[src/rtl/amode_pkg.sv]
package amode_pkg;

   typedef enum logic [2:0] {
      MD_NONE, MD_ZP, MD_ZPX, MD_ABS, MD_ABSX, MD_ABSY, MD_INDX, MD_INDY
   } mode_e;

   typedef enum logic [3:0] {
      S_IDLE, S_OPC, S_OPLO, S_OPHI, S_ZPDUM, S_PTRLO, S_PTRHI,
      S_READ1, S_FIX, S_WOLD, S_WNEW
   } state_e;

endpackage

[src/rtl/amode_decode.sv]
module amode_decode
   import amode_pkg::*;
(
   input  logic [7:0] opc,
   output mode_e      mode,
   output logic       rmw
);
   always_comb begin
      mode = MD_NONE;
      rmw  = 1'b0;
      if (opc[1:0] == 2'b01) begin
         unique case (opc[4:2])
            3'b000: mode = MD_INDX;
            3'b001: mode = MD_ZP;
            3'b011: mode = MD_ABS;
            3'b100: mode = MD_INDY;
            3'b101: mode = MD_ZPX;
            3'b110: mode = MD_ABSY;
            3'b111: mode = MD_ABSX;
            default: mode = MD_NONE;
         endcase
      end else if (opc[1:0] == 2'b10 && opc[7:5] == 3'b000) begin
         rmw = 1'b1;
         unique case (opc[4:2])
            3'b001: mode = MD_ZP;
            3'b011: mode = MD_ABS;
            3'b101: mode = MD_ZPX;
            3'b111: mode = MD_ABSX;
            default: begin
               mode = MD_NONE;
               rmw  = 1'b0;
            end
         endcase
      end
   end
endmodule

[src/rtl/amode_add.sv]
module amode_add #(
   parameter int W = 8
) (
   input  logic [W-1:0] a,
   input  logic [W-1:0] b,
   output logic [W-1:0] s,
   output logic         co
);
   assign {co, s} = {1'b0, a} + {1'b0, b};
endmodule

[src/rtl/amode_shift.sv]
module amode_shift #(
   parameter int W = 8
) (
   input  logic [W-1:0] din,
   output logic [W-1:0] dout,
   output logic         cout
);
   assign dout = {din[W-2:0], 1'b0};
   assign cout = din[W-1];
endmodule

[src/rtl/amode_seq.sv]
module amode_seq
   import amode_pkg::*;
#(
   parameter int DATA_W         = 8,
   parameter int ADDR_W         = 16,
   parameter bit RMW_FIX_ALWAYS = 1'b1
) (
   input  logic              clk,
   input  logic              rst_n,
   input  logic              go,
   input  logic [ADDR_W-1:0] pc_start,
   input  logic [DATA_W-1:0] idx_x,
   input  logic [DATA_W-1:0] idx_y,
   output logic [ADDR_W-1:0] pc_next,
   output logic              bus_en,
   output logic              bus_we,
   output logic [ADDR_W-1:0] bus_addr,
   output logic [DATA_W-1:0] bus_wdata,
   input  logic [DATA_W-1:0] bus_rdata,
   output logic [DATA_W-1:0] opnd_data,
   output logic              opnd_valid,
   output logic              shl_carry,
   output logic              done
);
   localparam int PAGE_W = ADDR_W - DATA_W;
   localparam logic [PAGE_W-1:0] PAGE0 = '0;
   localparam logic [DATA_W-1:0] ONE   = DATA_W'(1);

   if (ADDR_W != 2 * DATA_W || DATA_W < 8) begin : g_bad_param
      initial $fatal(1, "amode_seq: ADDR_W must be twice DATA_W, DATA_W >= 8");
   end

   state_e            st_q, st_d;
   mode_e             mode_q, mode_d, dec_mode;
   logic              rmw_q, rmw_d, dec_rmw;
   logic [ADDR_W-1:0] pc_q, pc_d;
   logic [DATA_W-1:0] adl_q, adl_d, adh_q, adh_d, tmp_q, tmp_d, old_q, old_d;
   logic              cy_q, cy_d;

   // index adder: low-byte + index, carry tracked
   logic [DATA_W-1:0] ix_a, ix_b, ix_s;
   logic              ix_co;
   // incrementer: pointer+1 in page zero, high byte fix-up
   logic [DATA_W-1:0] inc_a, inc_b, inc_s;
   logic              inc_co;
   logic [DATA_W-1:0] shl_val;
   logic              shl_co;
   logic              rmw_force, indexed, need_fix;

   amode_decode u_dec (.opc(bus_rdata[7:0]), .mode(dec_mode), .rmw(dec_rmw));

   amode_add #(.W(DATA_W)) u_ix  (.a(ix_a),  .b(ix_b),  .s(ix_s),  .co(ix_co));
   amode_add #(.W(DATA_W)) u_inc (.a(inc_a), .b(inc_b), .s(inc_s), .co(inc_co));

   amode_shift #(.W(DATA_W)) u_shl (.din(old_q), .dout(shl_val), .cout(shl_co));

   if (RMW_FIX_ALWAYS) begin : g_fix_always
      assign rmw_force = rmw_q;
   end else begin : g_fix_carry
      assign rmw_force = 1'b0;
   end

   assign indexed  = (mode_q == MD_ABSX) || (mode_q == MD_ABSY) || (mode_q == MD_INDY);
   assign need_fix = indexed && (cy_q || rmw_force);

   always_comb begin
      ix_a = adl_q;
      ix_b = (mode_q == MD_ABSY || mode_q == MD_INDY) ? idx_y : idx_x;
      if (st_q == S_PTRHI) ix_a = tmp_q;
      inc_a = (st_q == S_FIX) ? adh_q : adl_q;
      inc_b = (st_q == S_FIX) ? {{(DATA_W-1){1'b0}}, cy_q} : ONE;
   end

   always_comb begin
      st_d   = st_q;
      mode_d = mode_q;
      rmw_d  = rmw_q;
      pc_d   = pc_q;
      adl_d  = adl_q;
      adh_d  = adh_q;
      tmp_d  = tmp_q;
      old_d  = old_q;
      cy_d   = cy_q;
      bus_en     = 1'b1;
      bus_we     = 1'b0;
      bus_addr   = {adh_q, adl_q};
      bus_wdata  = old_q;
      opnd_valid = 1'b0;
      done       = 1'b0;
      unique case (st_q)
         S_IDLE: begin
            bus_en = 1'b0;
            if (go) begin
               pc_d = pc_start;
               st_d = S_OPC;
            end
         end
         S_OPC: begin
            bus_addr = pc_q;
            pc_d     = pc_q + 1'b1;
            mode_d   = dec_mode;
            rmw_d    = dec_rmw;
            if (dec_mode == MD_NONE) begin
               done = 1'b1;
               st_d = S_IDLE;
            end else begin
               st_d = S_OPLO;
            end
         end
         S_OPLO: begin
            bus_addr = pc_q;
            pc_d     = pc_q + 1'b1;
            adl_d    = bus_rdata;
            adh_d    = '0;
            cy_d     = 1'b0;
            unique case (mode_q)
               MD_ZP:              st_d = S_READ1;
               MD_ZPX, MD_INDX:    st_d = S_ZPDUM;
               MD_INDY:            st_d = S_PTRLO;
               default:            st_d = S_OPHI;
            endcase
         end
         S_OPHI: begin
            bus_addr = pc_q;
            pc_d     = pc_q + 1'b1;
            adh_d    = bus_rdata;
            if (mode_q == MD_ABSX || mode_q == MD_ABSY) begin
               adl_d = ix_s;
               cy_d  = ix_co;
            end
            st_d = S_READ1;
         end
         S_ZPDUM: begin
            bus_addr = {PAGE0, adl_q};
            adl_d    = ix_s;
            st_d     = (mode_q == MD_INDX) ? S_PTRLO : S_READ1;
         end
         S_PTRLO: begin
            bus_addr = {PAGE0, adl_q};
            tmp_d    = bus_rdata;
            st_d     = S_PTRHI;
         end
         S_PTRHI: begin
            bus_addr = {PAGE0, inc_s};
            adh_d    = bus_rdata;
            if (mode_q == MD_INDY) begin
               adl_d = ix_s;
               cy_d  = ix_co;
            end else begin
               adl_d = tmp_q;
               cy_d  = 1'b0;
            end
            st_d = S_READ1;
         end
         S_READ1, S_FIX: begin
            if (st_q == S_FIX) begin
               bus_addr = {inc_s, adl_q};
               adh_d    = inc_s;
            end
            if (st_q == S_READ1 && need_fix) begin
               st_d = S_FIX;
            end else if (rmw_q) begin
               old_d = bus_rdata;
               st_d  = S_WOLD;
            end else begin
               opnd_valid = 1'b1;
               done       = 1'b1;
               st_d       = S_IDLE;
            end
         end
         S_WOLD: begin
            bus_we = 1'b1;
            st_d   = S_WNEW;
         end
         S_WNEW: begin
            bus_we    = 1'b1;
            bus_wdata = shl_val;
            done      = 1'b1;
            st_d      = S_IDLE;
         end
         default: st_d = S_IDLE;
      endcase
   end

   assign opnd_data = bus_rdata;
   assign shl_carry = shl_co;
   assign pc_next   = pc_q;

   always_ff @(posedge clk) begin
      if (!rst_n) begin
         st_q   <= S_IDLE;
         mode_q <= MD_NONE;
         rmw_q  <= 1'b0;
         pc_q   <= '0;
         adl_q  <= '0;
         adh_q  <= '0;
         tmp_q  <= '0;
         old_q  <= '0;
         cy_q   <= 1'b0;
      end else begin
         st_q   <= st_d;
         mode_q <= mode_d;
         rmw_q  <= rmw_d;
         pc_q   <= pc_d;
         adl_q  <= adl_d;
         adh_q  <= adh_d;
         tmp_q  <= tmp_d;
         old_q  <= old_d;
         cy_q   <= cy_d;
      end
   end

   logic unused_inc_co;
   assign unused_inc_co = inc_co;
endmodule

[config.mk]
export PLATFORM = sky130hd
export DESIGN_NAME = amode_seq
export DESIGN_NICKNAME = d
export VERILOG_FILES = /design/src/rtl/amode_pkg.sv /design/src/rtl/amode_decode.sv /design/src/rtl/amode_add.sv /design/src/rtl/amode_shift.sv /design/src/rtl/amode_seq.sv
export SDC_FILE = /design/constraint.sdc
export NUM_CORES = 1
export LEC_CHECK = 0
export BUFFER_PORTS_ARGS = -buffer_cell sky130_fd_sc_hd__buf_2
export CAP_MARGIN = 15
export CORE_MARGIN = 5
export CORE_UTILIZATION = 40
export CTS_BUF_LIST = sky130_fd_sc_hd__clkbuf_4
export DETAILED_ROUTE_END_ITERATION = 6
export GPL_ROUTABILITY_DRIVEN = 0
export PLACE_DENSITY = 0.61
export REMOVE_ABC_BUFFERS = 1
export SLEW_MARGIN = 40
export SYNTH_ARGS = -nofsm -noshare
export SYNTH_HDL_FRONTEND = slang
export SYNTH_HIERARCHICAL = 1
export SYNTH_SLANG_ARGS = --single-unit
[constraint.sdc]
create_clock -name clk -period 2.6 [get_ports clk]
set_input_delay 0.13 -clock clk [delete_from_list [all_inputs] [get_ports clk]]
set_output_delay 0.13 -clock clk [all_outputs]
set_load 0.005 [all_outputs]
Word-level counts from Yosys, hierarchy flattened
Cells that the tools add are included.
{"block": "word_totals", "regBits": 57, "in_bits": 43, "elab_cells": 105}
{"block": "op_classes", "n_addsub": 3, "eq_ne": 27, "mux": 38, "bitwise": 1, "n_reduce_logical": 27}
{"operator": "case mux 16 bit (4 select lines)", "n": 1}
{"operator": "2-to-1 mux 8 bit", "n": 7}
{"operator": "2-to-1 mux 16 bit", "n": 2}
{"operator": "case mux 16 bit (2 select lines)", "n": 1}
{"operator": "case mux 4 bit (8 select lines)", "n": 1}
{"operator": "case mux 8 bit (4 select lines)", "n": 1}
{"operator": "== test 3 bit, second input constant", "n": 8}
{"operator": "case mux 8 bit (3 select lines)", "n": 1}
{"operator": "case mux 3 bit (7 select lines)", "n": 1}
{"operator": "adder 16 x 1 -> 16 bit, second input constant", "n": 1}
{"operator": "== test 4 x 3 -> 1 bit, second input constant", "n": 4}
{"operator": "== test 4 bit, second input constant", "n": 3}
{"operator": "2-to-1 mux 1 bit", "n": 12}
{"operator": "2-to-1 mux 4 bit", "n": 3}
{"operator": "case mux 3 bit (4 select lines)", "n": 1}
{"operator": "OR reduction 2 bit", "n": 5}
{"operator": "adder 8 x 8 -> 9 bit", "n": 1}
{"operator": "zero test 3 bit", "n": 3}
{"operator": "case mux 3 bit (3 select lines)", "n": 1}
{"operator": "adder 8 x 1 -> 8 bit", "n": 1}
{"operator": "== test 4 x 2 -> 1 bit, second input constant", "n": 2}
{"operator": "AND reduction 2 bit", "n": 4}
{"operator": "== test 3 x 1 -> 1 bit, second input constant", "n": 2}
{"operator": "== test 3 x 2 -> 1 bit, second input constant", "n": 2}
{"operator": "other kinds (17)", "n": 28}

Depth between registers and ports, before layout
Gate-level depths: netlist of the first run.
{"block": "logic_depth", "ltp_word": 7, "ltp_mapped": 15}

By module
Netlist of the first run, hierarchy kept.
{"mod": "amode_seq", "instances": 1, "cells_per_inst": 483, "area_each_um2": 3749.8, "seq_area_each_um2": 1141.1}
{"mod": "amode_add", "instances": 2, "cells_per_inst": 42, "area_each_um2": 324.1, "seq_area_each_um2": 0.0}
{"mod": "amode_decode", "instances": 1, "cells_per_inst": 12, "area_each_um2": 83.8, "seq_area_each_um2": 0.0}
{"mod": "amode_shift", "instances": 1, "cells_per_inst": 10, "area_each_um2": 71.3, "seq_area_each_um2": 0.0}

Least setup slack after synthesis of the first run
No wires, ideal clock.
{"block": "synth_timing", "kind": "register -> output", "startpoint": "register st_q[0]", "endpoint": "output bus_addr[6]", "arrival_ns": 2.671, "required_ns": 2.470, "slack_ns": -0.201, "stages_incl_launch_ff": 16, "n_path_buf": 3, "path_cell_list": "dfxtp_1 > buf_4 > nor2_1 > buf_2 > nand3b_2 > buf_2 > nand2_1 > nand2_1 > ha_1 > fa_1 > a21oi_1 > nor2_1 > nor2_1 > xnor2_1 > a222oi_1 > inv_1"}
{"block": "synth_via", "elab_chain_len": 4, "word_cells_on_any_way": 15, "classes_between": "add/sub: 1; eq/ne: 8; mux: 3; reduce/logical: 3"}
{"item": "start, declared", "line": "amode_seq.sv:33", "source": "state_e st_q, st_d;"}
{"item": "start signal, assigned", "line": "amode_seq.sv:201", "source": "st_q <= st_d;"}
{"item": "== test 4 bit", "line": "amode_seq.sv:70", "source": "inc_a = (st_q == S_FIX) ? adh_q : adl_q;"}
{"item": "2-to-1 mux 8 bit", "line": "amode_seq.sv:70"}
{"item": "named net inc_a[0]", "line": "amode_seq.sv:44", "source": "logic [DATA_W-1:0] inc_a, inc_b, inc_s;"}
{"item": "adder 8 x 1 -> 8 bit", "line": "amode_add.sv:9", "source": "assign {co, s} = {1'b0, a} + {1'b0, b};"}
{"item": "named net inc_s[6]", "line": "amode_seq.sv:44"}
{"item": "case mux 16 bit (4 select lines)", "line": "amode_seq.sv:90", "source": "unique case (st_q)"}
{"item": "end, declared", "line": "amode_seq.sv:17", "source": "output logic [ADDR_W-1:0] bus_addr,"}
The timed path passes the listed nets, and every way through them passes these cells.

Worst setup path after layout of the first run
{"block": "layout_timing", "startpoint": "register st_q[2]", "endpoint": "output bus_addr[4]"}
{"block": "layout_via", "elab_chain_len": 4, "word_cells_on_any_way": 15, "classes_between": "add/sub: 1; eq/ne: 8; mux: 3; reduce/logical: 3"}
{"item": "== test 4 bit", "line": "amode_seq.sv:71", "source": "inc_b = (st_q == S_FIX) ? {{(DATA_W-1){1'b0}}, cy_q} : ONE;"}
{"item": "2-to-1 mux 1 bit", "line": "amode_seq.sv:71"}
{"item": "named net inc_b[0]", "line": "amode_seq.sv:44"}
{"item": "adder 8 x 1 -> 8 bit", "line": "amode_add.sv:9"}
{"item": "named net inc_s[4]", "line": "amode_seq.sv:44"}
{"item": "case mux 16 bit (4 select lines)", "line": "amode_seq.sv:90"}
The timed path passes the listed nets, and every way through them passes these cells.

==> summary.md, run 1 <==
| Metric | Value |
|---|---|
| Status | complete, but fails checks |
| Failing checks | negative setup slack |
| Req. time, crit path | 2.47 ns |
| DR vias/cell | just under 6 |
| Share of layout cells above drive strength 1 | 35.12% |
| Cts bufs inserted | 9 |
| Post-DRT Antenna Nets | 0 |
| H-tree depth | 3 |
| Die width | 116.5 um |
| Slowest CP cell | dfxtp_4 |
| Endpoints failing hold | 0 |
| Site Rows | 39 |
| Initial Util | 40.27% |
| Syn. warnings | 6 |
| Initial antenna violation count | 0 |
| Pin count of the biggest net entering global routing | 38 |
| Minimum clock period | 3.140 ns |
| 1st-pass router iterations | 7 |
| Slew margin rel. | 44.90% |
| Total wire length | 15250 um |
| Worst hold-check path type | primary input to register |
| Die ar. | 13580 um^2 |
| Total Power | 2.337 mW |
| Clock Tree Buf Depth | 2 |
| Crit path DAT | about 3 ns |
| Root Buffer | clkbuf_4 |
| Nature of the critical path endpoint | output port |
| Overall Global Routing Usage | 21.74% |
| Dpl hpwl | 10980 um |
| Clock slew at reported path FFs | 0.11 ns |
| Clock skew | between 0.02 and 0.025 ns |
| Final setup margin | -0.5402 ns |
| Die H | between 100 and 150 um |
| Power per cell area | 403.6 nW/um^2 |
| Slew Limit Fails | 0 |
| Worst-path fanout max | 4 |
| Total grt overflow | 0 |
| Syn Inst Count | 586 |
| Final core occ | around 51% |
| VDD IR max | 0.0002783 V |
| Vias in the first global route | 4698 |
| Final non-filler cell total | 852 |
| Layout area overhead | 27.54% |
| DRC | 0 |
| Via Count | 4956 |
| Max_cap viols | 0 |
| Cells after DPL | 817 |
| Worst skew pair latency | 0.43 ns |
| Worst-Margin Slew | 0.8265 ns |
| Synth Cell Area | 4539 um^2 |
| Sink Count | between 50 and 60 |
| CTS tree | done |
| Pleak | between 2 and 3 nW |
| WL per Instance | 17.90 um |
| Startpoint Class | register |
| First-pass GRT wire length | 23700 um |
| DR iter-0 viols | 653 |
| Nets@finish | 767 |
| Fin crit share | 120.8% |
| Syn avg cell area | 7.746 um^2 |
| IO Port Bufs | 95 |
| Diodes inserted | 0 |
| Top Ports | 96 |
| CP cell instances | buf_6 > nor4b_4 > nand2b_1 > ha_4 > fa_2 > a21oi_2 > buf_4 > o21bai_4 > xor2_2 > a222oi_1 > inv_1 > buf_2 |
| Core box area | 11270 um^2 |
| Fmax | approximately 320 MHz |
| Final setup violation count | 18 |
| Crit-path max cell delay | 0.38 ns |
| Crit Path Class | register to output port |
| Setup repair after global routing missed its margin | yes |
metal layers:
metal	up-vias	GRT usage, %	wire (um)
li1	2355	-	-
met3	27	4.197	1291
met1	2335	28.35	6606
met4	0	5.046	227
met2	239	37.22	7123
met5	-	0	0
state kept, by name, indices dropped and copies added (netlist names):
| signal | flops |
|---|---|
| adh_q | 8 |
| adl_q | 8 |
| cy_q | 1 |
| mode_q | 3 |
| old_q | 8 |
| pc_next | 16 |
| rmw_force | 1 |
| st_q | 4 |
| tmp_q | 8 |
cell type report:
cell class              instances  area (um^2)
clock buffers                   9        67.56
fillers                      1100         5483
flip-flops and latches         57         1147
clock inverters                 6        50.05
multi-input cells             459         3313
inverters                      25        93.84
well taps                     143        178.9
repair buffers                153        938.4
power by group:
part	internal (mW)	switching [mW]
Sequential	0.915	0.0729
Combinational	0.331	0.378
Clock	0.274	0.365
Total	1.52	0.816
path summary, 6_finish.rpt:
kind              slack (ns)          from          end  cells after the start
hold reg to reg         0.48      tmp_q[7]     tmp_q[7]                      2
setup reg to reg       -0.09       st_q[0]         cy_q                     12
setup / recovery       -0.54       st_q[2]  bus_addr[4]                     12
hold / removal          0.03  bus_rdata[0]     tmp_q[0]                      3
placed cells by master (no fill, tap or decap), types with 4 or more instances in the layout:
| cell | count |
|---|---|
| a21oi_1 | 25 |
| buf_4 | 49 |
| buf_6 | 4 |
| ha_4 | 8 |
| a221oi_1 | 6 |
| mux2_2 | 24 |
| a222oi_1 | 16 |
| nor2_2 | 5 |
| mux2i_1 | 15 |
| o21ai_0 | 35 |
| a21oi_2 | 4 |
| a21o_1 | 6 |
| buf_2 | 95 |
| a311o_1 | 4 |
| nor3_1 | 10 |
| nand2_2 | 10 |
| dfxtp_1 | 54 |
| xnor2_1 | 4 |
| nor2b_1 | 5 |
| inv_1 | 22 |
| nand2_1 | 82 |
| a211oi_1 | 5 |
| nor2_1 | 47 |
| clkbuf_4 | 9 |
| dlygate4sd3_1 | 5 |
| clkinv_1 | 4 |
| xor2_1 | 4 |
| conb_1 | 9 |
| a41oi_1 | 8 |
| nand2b_1 | 14 |
| o221ai_1 | 8 |
| nand3_1 | 14 |
| ha_1 | 9 |
stage by stage:
stage / setup TNS (ns) / hold WS [ns] / area [um^2] / setup slack [ns]
3_3_place_gp: -0.3646 / 0.4050 / 5181 / -0.07489
3_5_place_dp: -1.022 / 0.4133 / 5185 / -0.2167
5_1_grt: -8.600 / 0.02765 / 5789 / -0.6867
2_1_floorplan: -8.604 / 0.2600 / 4242 / -0.5391
4_1_cts: -4.465 / 0.003647 / 5498 / -0.4385
6_report: -5.716 / 0.02838 / 5789 / -0.5402
worst max-delay path: cells and delay by family, from the launching register on:
family / cells / cell delay [ns]
xor+xnor: 1 / 0.16
fa+ha+maj: 2 / 0.56
buf+inv: 4 / 0.50
compound gates: 3 / 0.55
simple gates: 2 / 0.43
flops: 1 / 0.38
timing repair:
item | CTS | global route
setup endpoints to repair | 20 | 24
hold buffers | 5 | 0
setup buffers | 4 | 13
resized for setup | 23 | 40
pin swaps | 19 | 23
endpoints found under the hold margin | 5 | 0
(Power assumes the default switching activity.)
==> run 2: changes to the inputs <==
CORE_UTILIZATION = 45   (was 40)
CTS_BUF_LIST = default   (was sky130_fd_sc_hd__clkbuf_4)
PLACE_DENSITY = 0.67   (was 0.61)
SLEW_MARGIN = 10   (was 40)
==> summary.md, run 2 (synthesis gave the netlist of run 1 again) <==
| Metric | Value |
|---|---|
| Status | complete, but fails checks |
| Failing checks | negative setup slack |
| Final non-filler cell total | 849 (-0.35%) |
| CP cell instances | buf_6 > nor4b_4 > buf_6 > nand2_1 > nand2_2 > ha_4 > nand3_4 > a21oi_4 > nor4_1 > a311o_1 > buf_4 > a222oi_1 > inv_1 > buf_2 |
| Most used cell, CP | buf_6 |
| Die width | 110.4 um (-5.2%) |
| Die ar. | 12200 um^2 (-10%) |
| Req. time, crit path | 2.47 ns (about the same) |
| Sw power | 0.8536 mW (+4.6%) |
| Combinational share of power | 25.7% (-4.7 points) |
| Worst hold-check path type | primary input to register |
| Final setup violation count | 16 (-2) |
| H-tree depth | 3 (unchanged) |
| Cells after DPL | 814 (-0.37%) |
| Total grt overflow | 0 (unchanged) |
| DR iter-0 viols | 407 (-38%) |
| Fin crit share | 117.6% (-3.1 points) |
| RR Startpoint | st_q[0] |
| Slowest CP cell | a311o_1 |
| Crit-path max cell delay | 0.36 ns (-0.02 ns) |
| Minimum clock period | 3.059 ns (-0.08148 ns) |
| Total wire length | 15380 um (+0.88%) |
| Slew Limit Fails | 0 (unchanged) |
| Clock slew at reported path FFs | 0.07 ns (-0.04 ns) |
| Worst-Margin Slew | 1.030 ns (+0.2032 ns) |
| Most common cell after layout, fill and taps aside | buf_2 |
| Max_cap viols | 0 (unchanged) |
| Crit. Startpoint | st_q[0] |
| Worst-path fanout max | 8 (+4) |
| DR vias/cell | 6.018 (+3.5%) |
| Cell-internal power | 2.048 mW (+35%) |
| WL per Instance | 18.12 um (+1.2%) |
| Post-DRT Antenna Nets | 0 (unchanged) |
| DRC | 0 (unchanged) |
| Nets@finish | 773 (+0.78%) |
| GR Layer Usage met3 | 5.252% (+1.1 points) |
| Diodes inserted | 0 (unchanged) |
| Sink Count | 57 (unchanged) |
| Cts bufs inserted | 9 (unchanged) |
| Total Power | 2.902 mW (+24%) |
| Initial antenna violation count | 0 (unchanged) |
| Site Rows | 36 (-7.7%) |
| Buffers & Inverters on Critical Path | 5 (+1) |
| Setup repair after global routing missed its margin | yes |
| Initial Util | 46.23% (+6.0 points) |
| Endpoints failing hold | 0 (unchanged) |
| Vias in the first global route | 4940 (+5.2%) |
| VDD IR max | 0.0002950 V (+6.0%) |
| Hold buffer count at CTS | 0 (-5) |
| Dpl hpwl | 10750 um (-2.1%) |
| Root Buffer | clkbuf_8 |
| Layout fillers | 871 (-21%) |
| Critical hold path startpoint | pc_start[1] |
| Met1 Use GR | 30.52% (+2.2 points) |
| Worst skew pair latency | 0.34 ns (-0.09 ns) |
| CP top delay family | compound AO/OA/AOI/OAI gates |
| Crit Path Class | register to output port |
| Crit path DAT | 2.93 ns (-0.08 ns) |
| Clock skew | 0.006414 ns (-0.01821 ns) |
| Most frequent cells in the layout | 95 x buf_2, 80 x nand2_1, 54 x dfxtp_1, 54 x buf_4, 48 x nor2_1 |
| Part of the power in the clock network | 40.3% (+13 points) |
| Power per cell area | 476.4 nW/um^2 (+18%) |
| Met2 Use GR | 39.56% (+2.3 points) |
| Max reg flops | 16 (unchanged) |
| Sw Ratio | 29.42% (-5.5 points) |
| Top Ports | 96 (unchanged) |
| Pin count of the biggest net entering global routing | 38 (unchanged) |
| Layout area overhead | 34.18% |
| Share of layout cells above drive strength 1 | 39.11% (+4.0 points) |
| Die H | 110.4 um (-5.2%) |
| First-pass GRT wire length | 24540 um (+3.6%) |
| IO Port Bufs | 95 (unchanged) |
| Startpoint Class | register |
| Via Count | 5109 (+3.1%) |
| Fmax | 326.9 MHz (+2.7%) |
| 1st-pass router iterations | 5 (-2) |
| Slew margin rel. | 30.89% (-14 points) |
| Gr busiest metal | met2 |
| Clock Tree Buf Depth | 2 (unchanged) |
| Nature of the critical path endpoint | output port |
| Core box area | 9819 um^2 (-13%) |
| Final core occ | 62.03% (+11 points) |
| Sequential group share of total power | 34.1% (-8.2 points) |
| Final setup margin | -0.4587 ns (+0.08148 ns) |
| Pleak | 2.727 nW (+5.2%) |
| CTS tree | done |
| Overall Global Routing Usage | 23.71% (+2.0 points) |
-- run 2: worst register-to-register path, delay by kind of cell (launching register included) --
| family | cells | cell delay (ns) |
|---|---|---|
| AOI/OAI and AO/OA | 5 | 0.71 |
| DFF | 1 | 0.33 |
| buffers and inverters | 1 | 0.16 |
| and+or+nand+nor | 4 | 0.74 |
| adders and majority gates | 1 | 0.28 |
| muxes | 1 | 0.36 |
-- run 2: timing repair --
action	in CTS	in global routing
gates cloned	0	0
resized for setup	39	46
pin swaps	27	30
setup endpoints to repair	21	25
setup buffers	11	10
-- run 2: cell type report --
| cell class | instances | area (um^2) | share of cell area [%] |
|---|---|---|---|
| Sequential cell | 57 | 1147 | 18.84 |
| Tap cell | 133 | 166.4 | 2.732 |
| Clock inverter | 5 | 125.1 | 2.054 |
| Inverter | 25 | 93.84 | 1.541 |
| Clock buffer | 11 | 151.4 | 2.486 |
| Timing Repair Buffer | 159 | 993.5 | 16.31 |
| Multi-Input combinational cell | 459 | 3413 | 56.04 |
-- run 2: layer usage --
metal / part of all wire [%] / routed length, um / vias to the layer above
met2: 47 / 7265 / 294
li1: - / - / 2361
met3: 9.1 / 1395 / 39
met4: 2.1 / 320 / 0
met1: 42 / 6400 / 2415
met5: 0 / 0 / -
-- run 2: power groups by stage --
stage               Clock [mW]  Sequential, mW  Combinational (mW)
finish                    1.17           0.988               0.745
global route              1.21           0.993               0.806
CTS                       1.17           0.984               0.658
detailed placement           0            1.00               0.603
global placement             0            1.00               0.589
floorplan                    0           0.990               0.339
-- run 2: worst paths after layout --
check	end	slack [ns]	depth (start not counted)
worst max-delay path	bus_addr[13]	-0.46	14
worst min-delay path	pc_next[1]	0.06	3
worst max register to register	cy_q	-0.07	12
worst min register to register	tmp_q[0]	0.48	2
-- run 2: through the flow --
stage / setup WS, ns / setup TNS, ns / hold slack (ns) / area (um^2)
after floorplan: -0.5391 / -8.604 / 0.2600 / 4242
after global placement: -0.1165 / -0.4694 / 0.4075 / 5221
after detailed placement: -0.2463 / -1.544 / 0.4124 / 5221
after CTS: -0.3553 / -3.112 / 0.05608 / 5774
after global routing: -0.5611 / -6.124 / 0.06039 / 6091
final: -0.4587 / -3.645 / 0.06016 / 6091
